### config.mk
export PLATFORM = sky130hd
export DESIGN_NAME = mmap_decode
export DESIGN_NICKNAME = d
export VERILOG_FILES = /design/src/rtl/mmap_decode.sv
export SDC_FILE = /design/constraint.sdc
export NUM_CORES = 1
export LEC_CHECK = 0
export ABC_AREA = 1
export ABC_CLOCK_PERIOD_IN_PS = 1000
export BUFFER_PORTS_ARGS = -buffer_cell sky130_fd_sc_hd__buf_2
export CAP_MARGIN = 5
export CELL_PAD_IN_SITES_DETAIL_PLACEMENT = 0
export CELL_PAD_IN_SITES_GLOBAL_PLACEMENT = 1
export CORE_MARGIN = 2
export CORE_UTILIZATION = 26
export CTS_BUF_LIST = sky130_fd_sc_hd__clkbuf_16
export DETAILED_ROUTE_END_ITERATION = 7
export GPL_ROUTABILITY_DRIVEN = 0
export PLACE_DENSITY = 0.76
export SYNTH_ARGS = -nofsm -noshare
export SYNTH_HDL_FRONTEND = slang
export SYNTH_SLANG_ARGS = --single-unit
### constraint.sdc
create_clock -name clk -period 1 [get_ports clk]
set_input_delay 0.05 -clock clk [delete_from_list [all_inputs] [get_ports clk]]
set_output_delay 0.05 -clock clk [all_outputs]
set_load 0.02 [all_outputs]
### src/rtl/mmap_decode.sv
module mmap_decode #(
  parameter int PAGE_W = 8,
  parameter logic [PAGE_W-1:0] FIX_LO_PAGE = 8'h3E,
  parameter logic [PAGE_W-1:0] FIX_HI_PAGE = 8'h3F
) (
  input  logic                 clk,
  input  logic                 rst_n,
  input  logic                 wr_en,
  input  logic [1:0]           wr_idx,
  input  logic [7:0]           wr_data,
  input  logic                 dbg_req,
  input  logic [15:0]          cpu_addr,
  output logic [5:0]           tgt_sel,
  output logic [15:0]          local_off,
  output logic [PAGE_W+13:0]   flash_addr
);
  localparam int S_DBG = 5, S_REG = 4, S_RAM = 3, S_EEP = 2, S_FL = 1, S_EXT = 0;

  logic [5:0]        reg_base_q;
  logic [1:0]        ram_win_q;
  logic [3:0]        eep_base_q;
  logic              eep_en_q;
  logic [PAGE_W-1:0] page_q;

  always_ff @(posedge clk) begin
    if (!rst_n) begin
      reg_base_q <= '0;
      ram_win_q  <= '0;
      eep_base_q <= '0;
      eep_en_q   <= 1'b1;
      page_q     <= '0;
    end else if (wr_en) begin
      case (wr_idx)
        2'd0: reg_base_q <= wr_data[7:2];
        2'd1: ram_win_q  <= wr_data[7:6];
        2'd2: begin
          eep_base_q <= wr_data[7:4];
          eep_en_q   <= wr_data[0];
        end
        default: page_q <= PAGE_W'(wr_data);
      endcase
    end
  end

  wire hit_reg = cpu_addr[15:10] == reg_base_q;
  wire hit_ram = (cpu_addr[15:14] == ram_win_q) && (cpu_addr[13:12] != 2'b00);
  wire hit_eep = eep_en_q && (cpu_addr[15:12] == eep_base_q);
  wire hit_fl  = cpu_addr[15:14] != 2'b00;

  logic [PAGE_W-1:0] page;
  always_comb begin
    case (cpu_addr[15:14])
      2'b01:   page = FIX_LO_PAGE;
      2'b10:   page = page_q;
      2'b11:   page = FIX_HI_PAGE;
      default: page = '0;
    endcase
  end
  assign flash_addr = {page, cpu_addr[13:0]};

  always_comb begin
    tgt_sel   = '0;
    local_off = cpu_addr;
    if (dbg_req) begin
      tgt_sel[S_DBG] = 1'b1;
    end else if (hit_reg) begin
      tgt_sel[S_REG] = 1'b1;
      local_off      = {6'd0, cpu_addr[9:0]};
    end else if (hit_ram) begin
      tgt_sel[S_RAM] = 1'b1;
      local_off      = {2'b00, cpu_addr[13:0] - 14'h1000};
    end else if (hit_eep) begin
      tgt_sel[S_EEP] = 1'b1;
      local_off      = {4'd0, cpu_addr[11:0]};
    end else if (hit_fl) begin
      tgt_sel[S_FL]  = 1'b1;
      local_off      = {2'b00, cpu_addr[13:0]};
    end else begin
      tgt_sel[S_EXT] = 1'b1;
    end
  end
endmodule

==> flow_summary.ini, run 1 <==
[power_and_ir_drop]
ir_worst_vdd_mv = 0.727
p_leak_nw = 0.922
powerDensity_mw_per_mm2 = 1250

[yosys]
yosysWarnings = 0
synth_top_family_by_area = buffers and inverters
synth_simple_gate_area_share_pct = 24.8
yosysSeqAreaShare_pct = 30.9
synth_xor_xnor_area_share_pct = 1.84
syn_area_mm2 = 0.00136
synth-compound-area-share_pct = 16.5
syn-mean-instance-area_um2 = 6.51
netlist_instances = 209
ys_ff_latch = 21
synth.area.mux_share_pct = 0
synth_fa_ha_area_share_pct = 0.919
yosysUniqueCellTypes = 22
synth_nets = 240

[critical_path]
r2r_slack_ns = 0.19
r2r_cells = 4
critical-path-max-stage-delay_ns = 0.33
cp.arrival_ns = 1.43
cp-end-kind = output pin
worstPathCellList = inv_2 > nand2_2 > nand2_2 > nor2_4 > nand3_2 > buf_6 > nor2_4 > nor2_1 > buf_4
worst-path-max-fanout = 3
worstSetupPathType = reg -> out
startpoint_type = register
critPathRequiredTime_ns = 0.95
slowest_stage = dfxtp_2

[layout]
fin_nets = 286
final_common_cell = buf_2
antennaDiodeCount = 0
area_growth_pct = 40.2
design_area_mm2 = 0.00191
final_util_pct = 37.6
drive_gt1_share_pct = 50.8
final_cell_mix = 33 x buf_2, 32 x buf_4, 29 x nand2_1, 21 x inv_1, 21 x o21ai_0

[clocking]
ctsHtreeMaxLevel = 1
cts_tree = built
path_clk_slew_ns = 0.06
cts_buffers = 3
cts_root_buffer = clkbuf_16
cts_buffer_depth = 2
cts_sinks = 21
clk_latency_ns = 0.25

[outcome]
violations = negative setup slack
status = complete, but fails checks

[floorplanning]
ios = 74
dieArea_mm2 = 0.00583
row_count = 26
core_mm2 = 0.00507
die_w_um = 76.4
floorplan.initialDensity_pct = 26.8
die_height_um = 76.4

[grt]
grt_antenna_before_repair = 0
grt_pass1_wl_mm = 5.59
grt_use_total_pct = 11.8
grt_max_degree = 22
grt_pass1_vias = 1249
grt.overflow.total = 0

[flow_run]
drv_cap = 0

[sta]
finalSetupTns_ns = -3.79
fin_skew_ns = 0
min_period_ns = 1.48
setup_viol_count_final = 9
finalCritPeriodShare_pct = 148
clock.fmax_ghz = 0.674
final_max_slew_viol_count = 0
rsz0062_at_grt = yes
worstMarginPinSlew_ns = 0.324
maxSlewHeadroom_pct = 78.4
layout_setup_ws_ns = -0.484
whs_ns = 0.0350
hold_viol_final = 0

[detailed_routing]
post_drt_wl_per_cell_um = 10.5
route.detailed.drc = 0
vias = 1330
detail_route.vias_per_cell = 4.10
drtPass1Iterations = 4
drtIter0Drc = 28
route.antenna.remaining_nets = 0
finalWirelength_mm = 3.40

[hold_path]
holdPathStages = 3
min_path_type = in -> reg

[place]
place_area_mm2 = 0.00168
io_buffers = 43
hpwl_mm = 2.51
-- state kept, by name (all words and copies together) (netlist names) --
signal,flops
eep_base_q,4
eep_en_q,1
page_q,8
ram_win_q,2
reg_base_q,6
-- synth_stat cells --
cell,n,share of area (%)
nand3b_2,1,0.83
dfxtp_1,21,31
nor2_1,19,5.2
nor2_2,3,1.4
nor2_4,1,0.83
xor2_2,1,1.2
nand3_1,4,1.5
nand2_4,1,0.83
xnor2_1,1,0.64
o21ai_0,27,9.9
buf_4,26,14
nand2_2,1,0.46
nand3_2,1,0.74
inv_2,5,1.4
a21oi_1,18,6.6
inv_1,29,8.0
nor3b_1,1,0.55
ha_1,1,0.92
clkbuf_1,2,0.55
buf_2,2,0.74
nand2_1,40,11
nor3_1,4,1.5
-- worst max-delay path, delay by kind of cell, from the launching register on --
kind	cells	cell delay [ns]
and+or+nand+nor	6	0.52
DFF	1	0.33
buffers and inverters	3	0.33
-- worst paths after layout --
kind	from	to
max	reg_base_q[1]	local_off[10]
min	wr_data[0]	eep_en_q
max reg2reg	reg_base_q[3]	reg_base_q[3]
min reg2reg	page_q[1]	page_q[1]
-- metal layers --
layer | part of all wire (%) | up-vias | track usage (%)
li1 | - | 714 | -
met1 | 45 | 587 | 13.8
met2 | 49 | 25 | 20.4
met3 | 4.4 | 4 | 3.08
met5 | 0 | - | 0
met4 | 1.5 | 0 | 4.91
-- cells by family (layout without fill, tap and decap cells) --
group           after synthesis  after routing
compound gates               45             45
xor+xnor                      2              2
fa+ha+maj                     1              1
buf+inv                      64            109
flops                        21             21
simple gates                 76             76
-- cell type report --
cell class	count	area (um^2)
clock inverters	1	3.75
flip-flops and latches	21	430
multi-input cells	124	708
repair buffers	71	473
fillers	585	3170
well taps	70	87.6
inverters	34	130
clock buffers	3	75.1
-- per-stage QoR --
step | cells | setup slack (ns) | power, W
CTS | 322 | -0.481 | 0.00235
detailed placement | 316 | -0.268 | 0.00147
floorplan | 209 | -0.0681 | 0.00137
global placement | 316 | -0.254 | 0.00146
finish | 324 | -0.484 | 0.00238
global route | 324 | -0.594 | 0.00249
-- repair_timing --
action                                  in CTS  in global routing
hold buffers                                 0                  0
gates resized for setup                     18                 37
cloned                                       0                  0
endpoints found under the setup margin      11                 13
setup buffers                                2                  2
pin swaps                                    7                 18
-- report_power, final --
part | leakage, nW | internal, W | switching, W | total (W)
logic | 0.704 | 0.000273 | 0.000361 | 0.000634
clock network | 0.0423 | 0.000533 | 0.000306 | 0.000839
registers | 0.175 | 0.000884 | 0.0000209 | 0.000905
total | 0.922 | 0.00169 | 0.000688 | 0.00238
Note: power is estimated with default switching activity, not from simulation.
==> run 2: changes to the inputs <==
- ABC_CLOCK_PERIOD_IN_PS: 1000 -> 1800
- CORE_UTILIZATION: 26 -> 31
- PLACE_DENSITY: 0.76 -> 0.85
- clock period: 1 -> 1.8 ns (I/O delays scaled with it)
==> run 2 against run 1 <==
Net effect:
- cell count decreased by 14%
- register-to-register slack improved by 0.93 ns
- first-iteration DRC count increased by 7.1%
- power decreased by 50%
- critical path depth decreased by 3
- combinational power decreased by 61%
- clock power decreased by 46%
- the run now ends clean
- flip-flop and latch count unchanged
- clock-buffer cell count unchanged
- sequential share of layout area increased by 5.3 points
- via count decreased by 7.8%
- setup slack improved by 0.74 ns
==> flow_summary.ini, run 2 (synthesis results as in run 1) <==
[sta]
hold_viol_final = 0
rsz0062_at_grt = no
whs_ns = 0.0708
setup_viol_count_final = 0
finalCritPeriodShare_pct = 85.6
worstMarginPinSlew_ns = 0.489
min_period_ns = 1.54
fin_skew_ns = 0
maxSlewHeadroom_pct = 67.3
final_max_slew_viol_count = 0
clock.fmax_ghz = 0.649
finalSetupTns_ns = 0

[detailed_routing]
post_drt_wl_per_cell_um = 9.96
route.antenna.remaining_nets = 0
finalWirelength_mm = 2.77
detail_route.vias_per_cell = 4.41
drtPass1Iterations = 4
drtIter0Drc = 30
vias = 1226
route.detailed.drc = 0

[critical_path]
startpoint_type = register
rr_startpoint = ram_win_q[1]
worstSetupPathType = reg -> out
crit_path_start = ram_win_q[1]
critPathRequiredTime_ns = 1.71
worst-path-max-fanout = 4
cp-end-kind = output pin
cp.arrival_ns = 1.45

[floorplanning]
ios = 74
core_mm2 = 0.00429
row_count = 24
dieArea_mm2 = 0.00494
floorplan.initialDensity_pct = 31.7
die_w_um = 70.3
die_height_um = 70.3

[clocking]
cts_buffer_depth = 2
cts_root_buffer = clkbuf_16
cts.repair.resized = 0
post_cts_buffers = 0
clk_latency_ns = 0.25
cts_tree = built
holdBufCountCts = 0
cts_buffers = 3
ctsHtreeMaxLevel = 1
cts_sinks = 21
path_clk_slew_ns = 0.05

[place]
io_buffers = 43
hpwl_mm = 2.21
dp_cells = 274

[layout]
area_growth_pct = 10.8
drive_gt1_share_pct = 26.5
antennaDiodeCount = 0
top_register = page_q
final_common_cell = buf_2
final_cell_mix = 43 x buf_2, 40 x nand2_1, 30 x inv_1, 27 x o21ai_0, 21 x dfxtp_1
largest_reg_flops = 8
reg_top3 = page_q: 8 flops, reg_base_q: 6 flops, eep_base_q: 4 flops
fin_nets = 258
layoutNonFillerInstCount = 278
n_fill_cell = 483
final_util_pct = 35.1

[hold_path]
min_path_type = in -> reg
hold_start = wr_data[0]

[outcome]
status = finished, final reports clean

[grt]
grt.overflow.total = 0
grt_antenna_before_repair = 0
grt_max_degree = 22
grt_pass1_wl_mm = 4.73
grt_pass1_vias = 1042
grt_use_total_pct = 11.7

[flow_run]
drv_cap = 0

[power_and_ir_drop]
ir_worst_vdd_mv = 0.489
p_leak_nw = 0.766
powerDensity_mw_per_mm2 = 794
==> run 2: changes by cell type in the layout (fill, tap and decap cells not counted), sizes merged <==
cell	before	now
buf	71	43
==> run 2: metrics by stage <==
| stage | total power, W | cell area, um^2 | worst slack, ns |
|---|---|---|---|
| after detailed placement | 0.000758 | 1430 | 0.483 |
| after global placement | 0.000756 | 1430 | 0.511 |
| after floorplan | 0.000746 | 1360 | 0.443 |
| final | 0.00120 | 1510 | 0.259 |
| after global routing | 0.00127 | 1510 | 0.0940 |
| after CTS | 0.00122 | 1510 | 0.244 |
==> run 2: worst max-delay path, cell delays in order, from the launching register on <==
cell and delay, ns:
dfxtp_1 0.39, xor2_2 0.20, nor2_4 0.07, inv_2 0.08, nand2_1 0.07, nor3b_1 0.20, buf_2 0.19
==> run 2: power breakdown <==
part / total, W / switching (W) / internal (W)
Clock: 0.000453 / 0.000158 / 0.000295
Combinational: 0.000245 / 0.000159 / 0.0000851
Sequential: 0.000500 / 0.00000996 / 0.000490
==> run 2: final timing paths <==
| check | end | slack, ns | cells past startpoint |
|---|---|---|---|
| max reg2reg | ram_win_q[1] | 1.12 | 2 |
| min reg2reg | page_q[1] | 0.45 | 2 |
| min | eep_en_q | 0.07 | 3 |
| max | tgt_sel[0] | 0.26 | 6 |
==> run 2: cell type report <==
cell class / instances / area (um^2) / area share [%]
flip-flops and latches: 21 / 420 / 27.9
repair buffers: 43 / 215 / 14.3
clock buffers: 3 / 75.1 / 4.98
well taps: 52 / 65.1 / 4.32
multi-input cells: 124 / 601 / 39.8
inverters: 34 / 128 / 8.46
clock inverters: 1 / 3.75 / 0.249
==> run 2: per-layer routing <==
metal / global-route usage, % / wire, um / up-vias
met5: 0 / 0 / -
met4: 1.50 / 13 / 0
met3: 2.89 / 134 / 2
met2: 20.4 / 1300 / 24
met1: 15.0 / 1320 / 539
li1: - / - / 661
==> run 3: changes to the inputs <==
- ABC_CLOCK_PERIOD_IN_PS: 1800 -> 1700
- CORE_MARGIN: 2 -> 4
- CORE_UTILIZATION: 31 -> 29
- PLACE_DENSITY: 0.85 -> 0.8
- clock period: 1.8 -> 1.7 ns (I/O delays scaled with it)
==> run 3 against run 2 <==
Net effect:
- design area unchanged
- utilization decreased by 1.2 points
- via count shrank 1.1%
- cell count is the same
- sequential share of layout area unchanged
- power up 7.0%
- clock-buffer cell count unchanged
- critical path depth unchanged
- largest cell class unchanged
- largest power group unchanged
==> flow_summary.ini, run 3 (synthesis results as in run 1) <==
[outcome]
status = finished, final reports clean

[detailed_routing]
detail_route.vias_per_cell = 4.36
post_drt_wl_per_cell_um = 10.9
vias = 1212
drtPass1Iterations = 4
route.antenna.remaining_nets = 0
drtIter0Drc = 40
finalWirelength_mm = 3.03
route.detailed.drc = 0

[grt]
use_met3_pct = 4.02
grt.overflow.total = 0
grt_use_total_pct = 10.7
grt_pass1_wl_mm = 5.19
grt_max_degree = 22
grtUsageMet1_pct = 12.4
grt_antenna_before_repair = 0
top_usage_layer = met2
use_met2_pct = 18.2
grt_pass1_vias = 1160

[floorplanning]
die_height_um = 76.5
row_count = 24
dieArea_mm2 = 0.00585
core_mm2 = 0.00444
die_w_um = 76.5
ios = 74
floorplan.initialDensity_pct = 30.6

[clocking]
cts_buffers = 3
cts_root_buffer = clkbuf_16
path_clk_slew_ns = 0.06
cts_tree = built
post_cts_buffers = 0
cts_sinks = 21
holdBufCountCts = 0
ctsHtreeMaxLevel = 1
clk_latency_ns = 0.25
cts_buffer_depth = 2
cts.repair.resized = 0

[layout]
area_growth_pct = 10.8
final_common_cell = buf_2
fin_nets = 258
antennaDiodeCount = 0
final_cell_mix = 43 x buf_2, 40 x nand2_1, 30 x inv_1, 27 x o21ai_0, 21 x dfxtp_1
final_util_pct = 33.9
drive_gt1_share_pct = 26.5
layoutNonFillerInstCount = 278
reg_top3 = page_q: 8 flops, reg_base_q: 6 flops, eep_base_q: 4 flops
top_register = page_q
n_fill_cell = 512
largest_reg_flops = 8

[sta]
min_period_ns = 1.53
finalSetupTns_ns = 0
whs_ns = 0.0595
clock.fmax_ghz = 0.653
maxSlewHeadroom_pct = 66.2
finalCritPeriodShare_pct = 90.1
fin_skew_ns = 0
hold_viol_final = 0
rsz0062_at_grt = no
worstMarginPinSlew_ns = 0.505
setup_viol_count_final = 0
final_max_slew_viol_count = 0

[power_and_ir_drop]
pwr-share-seq_pct = 41.3
p_int_w = 0.000922
clockPowerShare_pct = 38.3
swShare_pct = 28.1
combPwrFrac_pct = 20.4
powerDensity_mw_per_mm2 = 850
p_sw_w = 0.000359
p_leak_nw = 0.766
ir_worst_vdd_mv = 0.437

[critical_path]
critPathRequiredTime_ns = 1.62
worst-path-max-fanout = 4
cp.arrival_ns = 1.45
r2r_cells = 2
critical-path-max-stage-delay_ns = 0.38
worstPathCellList = xor2_2 > nor2_4 > inv_2 > nand2_1 > nor3b_1 > buf_2
worstSetupPathType = reg -> out
cp-end-kind = output pin
slowest_stage = dfxtp_1
startpoint_type = register

[place]
hpwl_mm = 2.40
io_buffers = 43
dp_cells = 274

[flow_run]
drv_cap = 0

[hold_path]
min_path_type = in -> reg
holdPathStages = 3
==> run 3: cell counts in the layout (fill, tap and decap cells not counted) <==
Identical to the previous run, type by type.
==> run 3: worst max-delay path: cells and delay by family, from the launching register on <==
kind | cells | cell delay, ns
simple gates | 3 | 0.34
xor+xnor | 1 | 0.20
buf+inv | 2 | 0.27
flops | 1 | 0.38
==> run 3: area by class of cell <==
cell class / instances / area, um^2 / area share (%)
multi-input cells: 124 / 601 / 39.8
repair buffers: 43 / 215 / 14.3
clock buffers: 3 / 75.1 / 4.98
well taps: 52 / 65.1 / 4.32
inverters: 34 / 128 / 8.46
clock inverters: 1 / 3.75 / 0.249
flip-flops and latches: 21 / 420 / 27.9
==> run 3: metrics by stage <==
stage                     worst slack [ns]  instance area, um^2  power [W]
after CTS                            0.147                 1510    0.00130
after global placement               0.418                 1430   0.000804
final                                0.169                 1510    0.00128
after floorplan                      0.348                 1360   0.000790
after detailed placement             0.384                 1430   0.000806
after global routing                0.0229                 1510    0.00135
==> run 3: layer usage <==
layer	up-vias	part of all wire (%)	wire length, um
met5	-	0	0
met4	0	0.73	22
met2	23	47	1440
met3	2	5.8	176
met1	528	46	1400
li1	659	-	-
==> run 3: final timing paths <==
check,start,end,slack (ns)
max,ram_win_q[1],tgt_sel[0],0.17
min,wr_data[0],eep_en_q,0.06
max reg2reg,ram_win_q[1],ram_win_q[1],1.04
min reg2reg,page_q[2],page_q[2],0.44
==> run 3: power groups by stage <==
stage          registers [W]  logic, W  clock network [W]
3_5_place_dp        0.000539  0.000266                  0
6_report            0.000529  0.000261           0.000491
5_1_grt             0.000531  0.000299           0.000522
4_1_cts             0.000529  0.000267           0.000506
2_1_floorplan       0.000537  0.000253                  0
3_3_place_gp        0.000539  0.000265                  0
